File: config.mk
export PLATFORM = sky130hd
export DESIGN_NAME = dcache_ctl
export DESIGN_NICKNAME = d
export VERILOG_FILES = /design/src/rtl/dcache_pkg.sv /design/src/rtl/dcache_tag_store.sv /design/src/rtl/dcache_data_store.sv /design/src/rtl/dcache_push_buf.sv /design/src/rtl/dcache_ctl.sv
export SDC_FILE = /design/constraint.sdc
export NUM_CORES = 2
export LEC_CHECK = 0
export ABC_AREA = 1
export ABC_CLOCK_PERIOD_IN_PS = 9450
export BUFFER_PORTS_ARGS = -buffer_cell sky130_fd_sc_hd__buf_2
export CAP_MARGIN = 5
export CORE_UTILIZATION = 31
export DETAILED_ROUTE_END_ITERATION = 7
export HOLD_SLACK_MARGIN = 0.03
export PLACE_DENSITY_LB_ADDON = 0.12
export SLEW_MARGIN = 20
export SYNTH_ARGS = -nofsm -noshare
export SYNTH_HDL_FRONTEND = slang
export SYNTH_SLANG_ARGS = --single-unit
File: constraint.sdc
create_clock -name clk -period 9.45 [get_ports clk]
set_clock_uncertainty 0.15 [all_clocks]
set_input_delay 1.89 -clock clk [delete_from_list [all_inputs] [get_ports clk]]
set_output_delay 1.89 -clock clk [all_outputs]
set_load 0.01 [all_outputs]
File: src/rtl/dcache_pkg.sv
package dcache_pkg;

   typedef enum logic [1:0] {
      OP_LOAD    = 2'd0,
      OP_STORE   = 2'd1,
      OP_INV_ALL = 2'd2,
      OP_PUSH    = 2'd3
   } cache_op_e;

   typedef enum logic [2:0] {
      ST_IDLE,
      ST_LOOK,
      ST_FILL,
      ST_WTHRU,
      ST_RESP,
      ST_DRAIN
   } ctl_state_e;

   typedef struct packed {
      logic valid;
      logic dirty;
   } line_state_t;

endpackage

File: src/rtl/dcache_tag_store.sv
module dcache_tag_store
   import dcache_pkg::*;
#(
   parameter int IDX_W = 4,
   parameter int TAG_W = 4
) (
   input  logic              clk,
   input  logic              rst_n,
   input  logic [IDX_W-1:0]  rd_idx,
   output logic [TAG_W-1:0]  rd_tag,
   output line_state_t       rd_st,
   input  logic              wr_en,
   input  logic [IDX_W-1:0]  wr_idx,
   input  logic [TAG_W-1:0]  wr_tag,
   input  line_state_t       wr_st,
   input  logic              clr_all
);
   localparam int LINES = 1 << IDX_W;

   logic [TAG_W-1:0] tag_q [LINES];
   logic             v_q   [LINES];
   logic             m_q   [LINES];

   if (IDX_W < 1) begin : g_chk_idx
      $error("dcache_tag_store: IDX_W must be at least 1");
   end

   for (genvar i = 0; i < LINES; i++) begin : g_line
      always_ff @(posedge clk or negedge rst_n) begin
         if (!rst_n) begin
            v_q[i] <= 1'b0;
            m_q[i] <= 1'b0;
         end else if (clr_all) begin
            v_q[i] <= 1'b0;
            m_q[i] <= 1'b0;
         end else if (wr_en && wr_idx == IDX_W'(i)) begin
            v_q[i] <= wr_st.valid;
            m_q[i] <= wr_st.dirty;
         end
      end

      always_ff @(posedge clk) begin
         if (wr_en && wr_idx == IDX_W'(i)) tag_q[i] <= wr_tag;
      end

      AST_DIRTY_NEEDS_VALID: assert property (@(posedge clk) disable iff (!rst_n)
         m_q[i] |-> v_q[i]);
   end

   assign rd_tag      = tag_q[rd_idx];
   assign rd_st.valid = v_q[rd_idx];
   assign rd_st.dirty = m_q[rd_idx];

endmodule

File: src/rtl/dcache_data_store.sv
module dcache_data_store #(
   parameter int IDX_W  = 4,
   parameter int OFF_W  = 2,
   parameter int DATA_W = 32
) (
   input  logic                           clk,
   input  logic [IDX_W-1:0]               rd_idx,
   input  logic [OFF_W-1:0]               rd_off,
   output logic [DATA_W-1:0]              rd_word,
   output logic [(DATA_W<<OFF_W)-1:0]     rd_line,
   input  logic                           wr_en,
   input  logic [IDX_W-1:0]               wr_idx,
   input  logic [OFF_W-1:0]               wr_off,
   input  logic [DATA_W-1:0]              wr_data
);
   localparam int LINES = 1 << IDX_W;
   localparam int WORDS = 1 << OFF_W;

   logic [DATA_W-1:0] arr_q [LINES][WORDS];

   always_ff @(posedge clk) begin
      if (wr_en) arr_q[wr_idx][wr_off] <= wr_data;
   end

   for (genvar w = 0; w < WORDS; w++) begin : g_word
      assign rd_line[w*DATA_W +: DATA_W] = arr_q[rd_idx][w];
   end

   assign rd_word = arr_q[rd_idx][rd_off];

endmodule

File: src/rtl/dcache_push_buf.sv
module dcache_push_buf #(
   parameter int OFF_W   = 2,
   parameter int DATA_W  = 32,
   parameter int LADDR_W = 8
) (
   input  logic                       clk,
   input  logic                       rst_n,
   input  logic                       load,
   input  logic [(DATA_W<<OFF_W)-1:0] load_line,
   input  logic [LADDR_W-1:0]         load_base,
   input  logic                       drained,
   input  logic [OFF_W-1:0]           sel,
   output logic [DATA_W-1:0]          word,
   output logic [LADDR_W-1:0]         base,
   output logic                       full
);
   localparam int WORDS = 1 << OFF_W;

   logic [DATA_W-1:0] hold_q [WORDS];

   always_ff @(posedge clk or negedge rst_n) begin
      if (!rst_n)       full <= 1'b0;
      else if (load)    full <= 1'b1;
      else if (drained) full <= 1'b0;
   end

   always_ff @(posedge clk) begin
      if (load) base <= load_base;
   end

   for (genvar w = 0; w < WORDS; w++) begin : g_hold
      always_ff @(posedge clk) begin
         if (load) hold_q[w] <= load_line[w*DATA_W +: DATA_W];
      end
   end

   assign word = hold_q[sel];

   AST_PUSH_NO_CLOBBER: assert property (@(posedge clk) disable iff (!rst_n)
      load |-> !full);

endmodule

File: src/rtl/dcache_ctl.sv
module dcache_ctl
   import dcache_pkg::*;
#(
   parameter int ADDR_W = 10,
   parameter int DATA_W = 32,
   parameter int IDX_W  = 4,
   parameter int OFF_W  = 2
) (
   input  logic              clk,
   input  logic              rst_n,
   input  logic              cpu_req,
   input  logic [1:0]        cpu_op,
   input  logic              cpu_wt,
   input  logic              cpu_inhibit,
   input  logic [ADDR_W-1:0] cpu_addr,
   input  logic [DATA_W-1:0] cpu_wdata,
   output logic              cpu_ready,
   output logic [DATA_W-1:0] cpu_rdata,
   output logic              mem_req,
   output logic              mem_we,
   output logic [ADDR_W-1:0] mem_addr,
   output logic [DATA_W-1:0] mem_wdata,
   input  logic              mem_ready,
   input  logic [DATA_W-1:0] mem_rdata
);
   localparam int WORDS   = 1 << OFF_W;
   localparam int TAG_W   = ADDR_W - IDX_W - OFF_W;
   localparam int LADDR_W = ADDR_W - OFF_W;
   localparam int LINE_W  = WORDS * DATA_W;
   localparam logic [OFF_W-1:0] LAST = OFF_W'(WORDS - 1);

   if (TAG_W < 1) begin : g_chk_tag
      $error("dcache_ctl: ADDR_W leaves no tag bits");
   end
   if (OFF_W < 1) begin : g_chk_off
      $error("dcache_ctl: a line needs at least two words");
   end

   ctl_state_e         st, st_d;
   cache_op_e          q_op;
   logic               q_wt, q_inh;
   logic [ADDR_W-1:0]  q_addr;
   logic [DATA_W-1:0]  q_wdata;
   logic [OFF_W-1:0]   cnt;
   logic               cnt_clr, cnt_inc;
   logic [DATA_W-1:0]  rdata_q;
   logic               grab_word, grab_mem;

   logic [TAG_W-1:0]   a_tag;
   logic [IDX_W-1:0]   a_idx;
   logic [OFF_W-1:0]   a_off;

   logic [TAG_W-1:0]   rd_tag;
   line_state_t        rd_st;
   logic               hit, victim_dirty;

   logic               tw_en, clr_all;
   logic [TAG_W-1:0]   tw_tag;
   line_state_t        tw_st;

   logic               dw_en;
   logic [OFF_W-1:0]   dw_off;
   logic [DATA_W-1:0]  dw_data;
   logic [DATA_W-1:0]  rd_word;
   logic [LINE_W-1:0]  rd_line;

   logic               pb_load, pb_done, pb_full;
   logic [DATA_W-1:0]  pb_word;
   logic [LADDR_W-1:0] pb_base;

   assign {a_tag, a_idx, a_off} = q_addr;
   assign hit          = rd_st.valid && (rd_tag == a_tag);
   assign victim_dirty = rd_st.valid && rd_st.dirty;

   dcache_tag_store #(.IDX_W(IDX_W), .TAG_W(TAG_W)) u_tags (
      .clk     (clk),
      .rst_n   (rst_n),
      .rd_idx  (a_idx),
      .rd_tag  (rd_tag),
      .rd_st   (rd_st),
      .wr_en   (tw_en),
      .wr_idx  (a_idx),
      .wr_tag  (tw_tag),
      .wr_st   (tw_st),
      .clr_all (clr_all)
   );

   dcache_data_store #(.IDX_W(IDX_W), .OFF_W(OFF_W), .DATA_W(DATA_W)) u_data (
      .clk     (clk),
      .rd_idx  (a_idx),
      .rd_off  (a_off),
      .rd_word (rd_word),
      .rd_line (rd_line),
      .wr_en   (dw_en),
      .wr_idx  (a_idx),
      .wr_off  (dw_off),
      .wr_data (dw_data)
   );

   dcache_push_buf #(.OFF_W(OFF_W), .DATA_W(DATA_W), .LADDR_W(LADDR_W)) u_push (
      .clk       (clk),
      .rst_n     (rst_n),
      .load      (pb_load),
      .load_line (rd_line),
      .load_base ({rd_tag, a_idx}),
      .drained   (pb_done),
      .sel       (cnt),
      .word      (pb_word),
      .base      (pb_base),
      .full      (pb_full)
   );

   always_comb begin
      st_d      = st;
      tw_en     = 1'b0;
      tw_tag    = a_tag;
      tw_st     = '0;
      clr_all   = 1'b0;
      dw_en     = 1'b0;
      dw_off    = a_off;
      dw_data   = q_wdata;
      pb_load   = 1'b0;
      pb_done   = 1'b0;
      cnt_clr   = 1'b0;
      cnt_inc   = 1'b0;
      grab_word = 1'b0;
      grab_mem  = 1'b0;
      mem_req   = 1'b0;
      mem_we    = 1'b0;
      mem_addr  = q_addr;
      mem_wdata = q_wdata;
      unique case (st)
         ST_IDLE: if (cpu_req) st_d = ST_LOOK;
         ST_LOOK: begin
            cnt_clr = 1'b1;
            unique case (q_op)
               OP_INV_ALL: begin
                  clr_all = 1'b1;
                  st_d    = ST_RESP;
               end
               OP_PUSH: begin
                  tw_en   = 1'b1;
                  tw_tag  = rd_tag;
                  pb_load = victim_dirty && !q_inh;
                  st_d    = ST_RESP;
               end
               OP_LOAD: begin
                  if (hit) begin
                     grab_word = 1'b1;
                     st_d      = ST_RESP;
                  end else begin
                     pb_load = victim_dirty;
                     st_d    = ST_FILL;
                  end
               end
               OP_STORE: begin
                  if (hit) begin
                     dw_en = 1'b1;
                     if (q_wt) begin
                        st_d = ST_WTHRU;
                     end else begin
                        tw_en = 1'b1;
                        tw_st = '{valid: 1'b1, dirty: 1'b1};
                        st_d  = ST_RESP;
                     end
                  end else if (q_wt) begin
                     st_d = ST_WTHRU;
                  end else begin
                     pb_load = victim_dirty;
                     st_d    = ST_FILL;
                  end
               end
            endcase
         end
         ST_FILL: begin
            mem_req  = 1'b1;
            mem_addr = {a_tag, a_idx, cnt};
            if (mem_ready) begin
               dw_en    = 1'b1;
               dw_off   = cnt;
               dw_data  = (q_op == OP_STORE && cnt == a_off) ? q_wdata : mem_rdata;
               grab_mem = (cnt == a_off);
               cnt_inc  = 1'b1;
               if (cnt == LAST) begin
                  tw_en = 1'b1;
                  tw_st = '{valid: 1'b1, dirty: (q_op == OP_STORE)};
                  st_d  = ST_RESP;
               end
            end
         end
         ST_WTHRU: begin
            mem_req = 1'b1;
            mem_we  = 1'b1;
            if (mem_ready) st_d = ST_RESP;
         end
         ST_RESP: begin
            cnt_clr = 1'b1;
            st_d    = pb_full ? ST_DRAIN : ST_IDLE;
         end
         ST_DRAIN: begin
            mem_req   = 1'b1;
            mem_we    = 1'b1;
            mem_addr  = {pb_base, cnt};
            mem_wdata = pb_word;
            if (mem_ready) begin
               cnt_inc = 1'b1;
               if (cnt == LAST) begin
                  pb_done = 1'b1;
                  st_d    = ST_IDLE;
               end
            end
         end
         default: st_d = ST_IDLE;
      endcase
   end

   always_ff @(posedge clk or negedge rst_n) begin
      if (!rst_n) begin
         st  <= ST_IDLE;
         cnt <= '0;
      end else begin
         st <= st_d;
         if (cnt_clr)      cnt <= '0;
         else if (cnt_inc) cnt <= cnt + 1'b1;
      end
   end

   always_ff @(posedge clk) begin
      if (st == ST_IDLE && cpu_req) begin
         q_op    <= cache_op_e'(cpu_op);
         q_wt    <= cpu_wt;
         q_inh   <= cpu_inhibit;
         q_addr  <= cpu_addr;
         q_wdata <= cpu_wdata;
      end
      if (grab_word)     rdata_q <= rd_word;
      else if (grab_mem) rdata_q <= mem_rdata;
   end

   assign cpu_ready = (st == ST_RESP);
   assign cpu_rdata = rdata_q;

   AST_READY_PULSE: assert property (@(posedge clk) disable iff (!rst_n)
      cpu_ready |=> !cpu_ready);
   AST_MEM_HOLD: assert property (@(posedge clk) disable iff (!rst_n)
      (mem_req && !mem_ready) |=> (mem_req && $stable(mem_addr) && $stable(mem_we)));
   AST_DRAIN_AFTER_REPLY: assert property (@(posedge clk) disable iff (!rst_n)
      $rose(st == ST_DRAIN) |-> $past(cpu_ready));

endmodule

==> flow_summary.ini <==
[run_status]
outcome = complete, no violations

[place]
port_buffers = 158
place_congestion = 0.7948
hpwl_um = 184000

[power]
p_per_area_mw_per_mm2 = 295.4
sequentialPowerShare_pct = 39.7
power_uw = 31980
p_comb_share_pct = 29.1
irDropWorstVdd_mv = 0.1836
p_leak_uw = 0.03509
p_sw_uw = 11720
pwr-share-clk_pct = 31.3
swShare_pct = 36.65
intPower_uw = 20260

[critical_path]
start_kind = flop
cp.arrival_ns = 3.90
required_ns = 7.41
crit_path_max_fanout = 57
endpoint_kind = primary output
critPathKind = flop to primary output

[global_routing]
grt_overflow = 0
antenna_found_initial = 21
grt_max_degree = 169
grt_pass1_wl_um = 461700
top_usage_layer = met2
track_usage_pct = 21.07
grt_pass1_vias = 58014
met2_usage_pct = 34.10
use_met1_pct = 29.90
grt_util_met3_pct = 2.824

[clock_tree]
cts_tree = done
cts_resized = 0
root_buffer = clkbuf_16
clkTransAtPathRegs_ns = 0.06
ctsHoldBuffers = 0
htree_levels = 5
cts_setup_buffers = 0
cts_buffer_depth = 4
clock_latency_ns = 0.85
cts_buffers = 277
clkSinkCount = 2368

[floorplanning]
core_mm2 = 0.3025
die_y_um = 553.3
start_util_pct = 31.14
die_w_um = 553.3
die_area_mm2 = 0.3061
io_pins = 159
num_rows = 202

[synthesis]
postSynthCellCount = 7174
synthArstFlopShare_pct = 1.605
synthTopCellsByArea = edfxtp_1 74%, o21ai_0 6.6%, nor2_1 5.1%
synth_top_area_share_pct = 74.15
synth_flop_cell = edfxtp_1
syn_area_mm2 = 0.09420
synth_warnings = 0
yosysTopAreaCell = edfxtp_1
syn_area_per_cell_um2 = 13.13
yosysSeqAreaShare_pct = 75.24
ys_ff_latch = 2368
synth_edf_count = 2326
synth_cell_types = 47
synth_fp_nets = 7257

[route]
vias = 60875
avgRoutedWirePerCell_um = 29.00
ant_nets = 0
routed_wl_um = 332100
dr.first_iter.drc_count = 6017
drt_pass1_iterations = 6
drc = 0
via_per_inst = 5.316

[final_layout]
final_cell_mix = 2326 x edfxtp_1, 1230 x o21ai_0, 1217 x nor2_1
drive_above_1_share_pct = 11.08
final_nets = 7349
area_growth_pct = 14.93
layout_commonest_cell = edfxtp_1

[run]
drv_cap = 0

[sta]
rsz0062_at_grt = false
period_needed_ns = 5.945
period_share_pct = 62.90
slew_viol_final = 0
final_hold_viol_count = 0
slew_headroom_pct = 26.73
worstMarginPinSlew_ns = 1.094
max_freq_mhz = 168.2
finalSetupViolations = 0
tns_ns = 0

[hold_path]
hp-class = flop to flop
[area by class of cell]
type,instances,area [µm²]
fillers,29227,194300
flip-flops and latches,2368,70900
multi-input cells,4154,21040
clock buffers,359,7451
well taps,3978,4977
repair buffers,324,2542
clock inverters,110,745.7
inverters,141,563.0
diodes,18,45.04
[worst max-delay path: stages (launching register included)]
cell     delay (ns)
dfrtp_4        0.67
inv_2          0.24
buf_4          0.71
o21ai_0        0.53
o22ai_1        0.52
nand2_1        0.13
nand2_1        0.09
buf_2          0.14
[stage by stage]
stage | hold WS (ns) | std cells | area [µm²] | utilization, % | setup WS [ns]
global placement | 0.3328 | 10948 | 99560 | 32.91 | 3.929
finish | 0.3484 | 11452 | 108300 | 35.79 | 3.506
CTS | 0.3502 | 11432 | 108200 | 35.75 | 3.508
detailed placement | 0.3360 | 10963 | 99960 | 33.04 | 3.891
global route | 0.3809 | 11444 | 108200 | 35.78 | 3.407
floorplan | 0.2706 | 7174 | 94200 | - | 4.316
[synth_stat cells, types with 2 or more instances]
| cell type | n |
|---|---|
| nand2_1 | 606 |
| nand3_1 | 148 |
| o21ai_0 | 1233 |
| dfxtp_1 | 4 |
| o221ai_1 | 211 |
| a22oi_1 | 8 |
| a21oi_1 | 16 |
| and2_1 | 3 |
| nand3_4 | 5 |
| inv_1 | 127 |
| buf_2 | 155 |
| a31oi_1 | 9 |
| inv_2 | 13 |
| or2_2 | 14 |
| nand3_2 | 2 |
| clkbuf_1 | 291 |
| buf_6 | 8 |
| o22ai_1 | 333 |
| o21a_1 | 4 |
| o21ai_1 | 65 |
| edfxtp_1 | 2326 |
| nor3_1 | 2 |
| mux2_2 | 31 |
| nor2_1 | 1283 |
| buf_4 | 32 |
| dfrtp_1 | 38 |
| nand2_4 | 12 |
| o211ai_1 | 152 |
| o32ai_1 | 2 |
| buf_1 | 24 |
[path summary, 6_finish.rpt]
kind / cells past startpoint / start / slack [ns] / endpoint
max in group asynchronous: 1 / rst_n / 7.76 / cnt[0]
setup reg to reg: 12 / flop / 4.29 / u_data.arr_q[5][98]
min in group asynchronous: 1 / rst_n / 0.94 / u_tags.v_q[13]
hold reg to reg: 2 / u_tags.v_q[0] / 0.35 / u_tags.v_q[0]
setup / recovery: 7 / cnt[0] / 3.51 / mem_wdata[0]
hold / removal: 2 / u_tags.v_q[0] / 0.35 / u_tags.v_q[0]
[routing by layer]
metal	part of all wire, %	wire (µm)	vias to the layer above
met5	0.0048	16	-
met4	2.3	7549	2
met3	5.8	19210	421
met2	47	155600	1959
met1	45	149700	31553
li1	-	-	26940
[cell families (layout without fill, tap and decap cells)]
family                     Yosys count  after routing  synth area share, %
buffers and inverters              652            934                3.012
other                                0             18                    0
and+or+nand+nor                   2080           2080                8.733
adders and majority gates            1              1              0.01328
DFF                               2368           2368                75.24
muxes                               32             32               0.3812
AOI/OAI and AO/OA                 2040           2040                12.61
xor gates and xnor gates             1              1             0.009299
[registers in the layout, indices dropped and copies added, names as in the netlist, 2 cells and up, named ones only]
signal         flops
u_push.hold_q    128
q_wdata           32
u_tags.m_q        16
q_op               2
u_push.base        8
u_tags.v_q        16
u_data.arr_q    2048
cnt                2
q_addr            10
st                 3
u_tags.tag_q      64
cpu_rdata         32
[power groups by stage]
| stage | logic, µW | registers [µW] | clock network [µW] |
|---|---|---|---|
| after floorplan | 5200 | 12700 | 0 |
| after global placement | 9330 | 12900 | 0 |
| after detailed placement | 9380 | 12900 | 0 |
| after CTS | 9390 | 12700 | 10200 |
| after global routing | 10000 | 12700 | 10600 |
| final | 9290 | 12700 | 10000 |
Power figures use the tool's default switching activity.
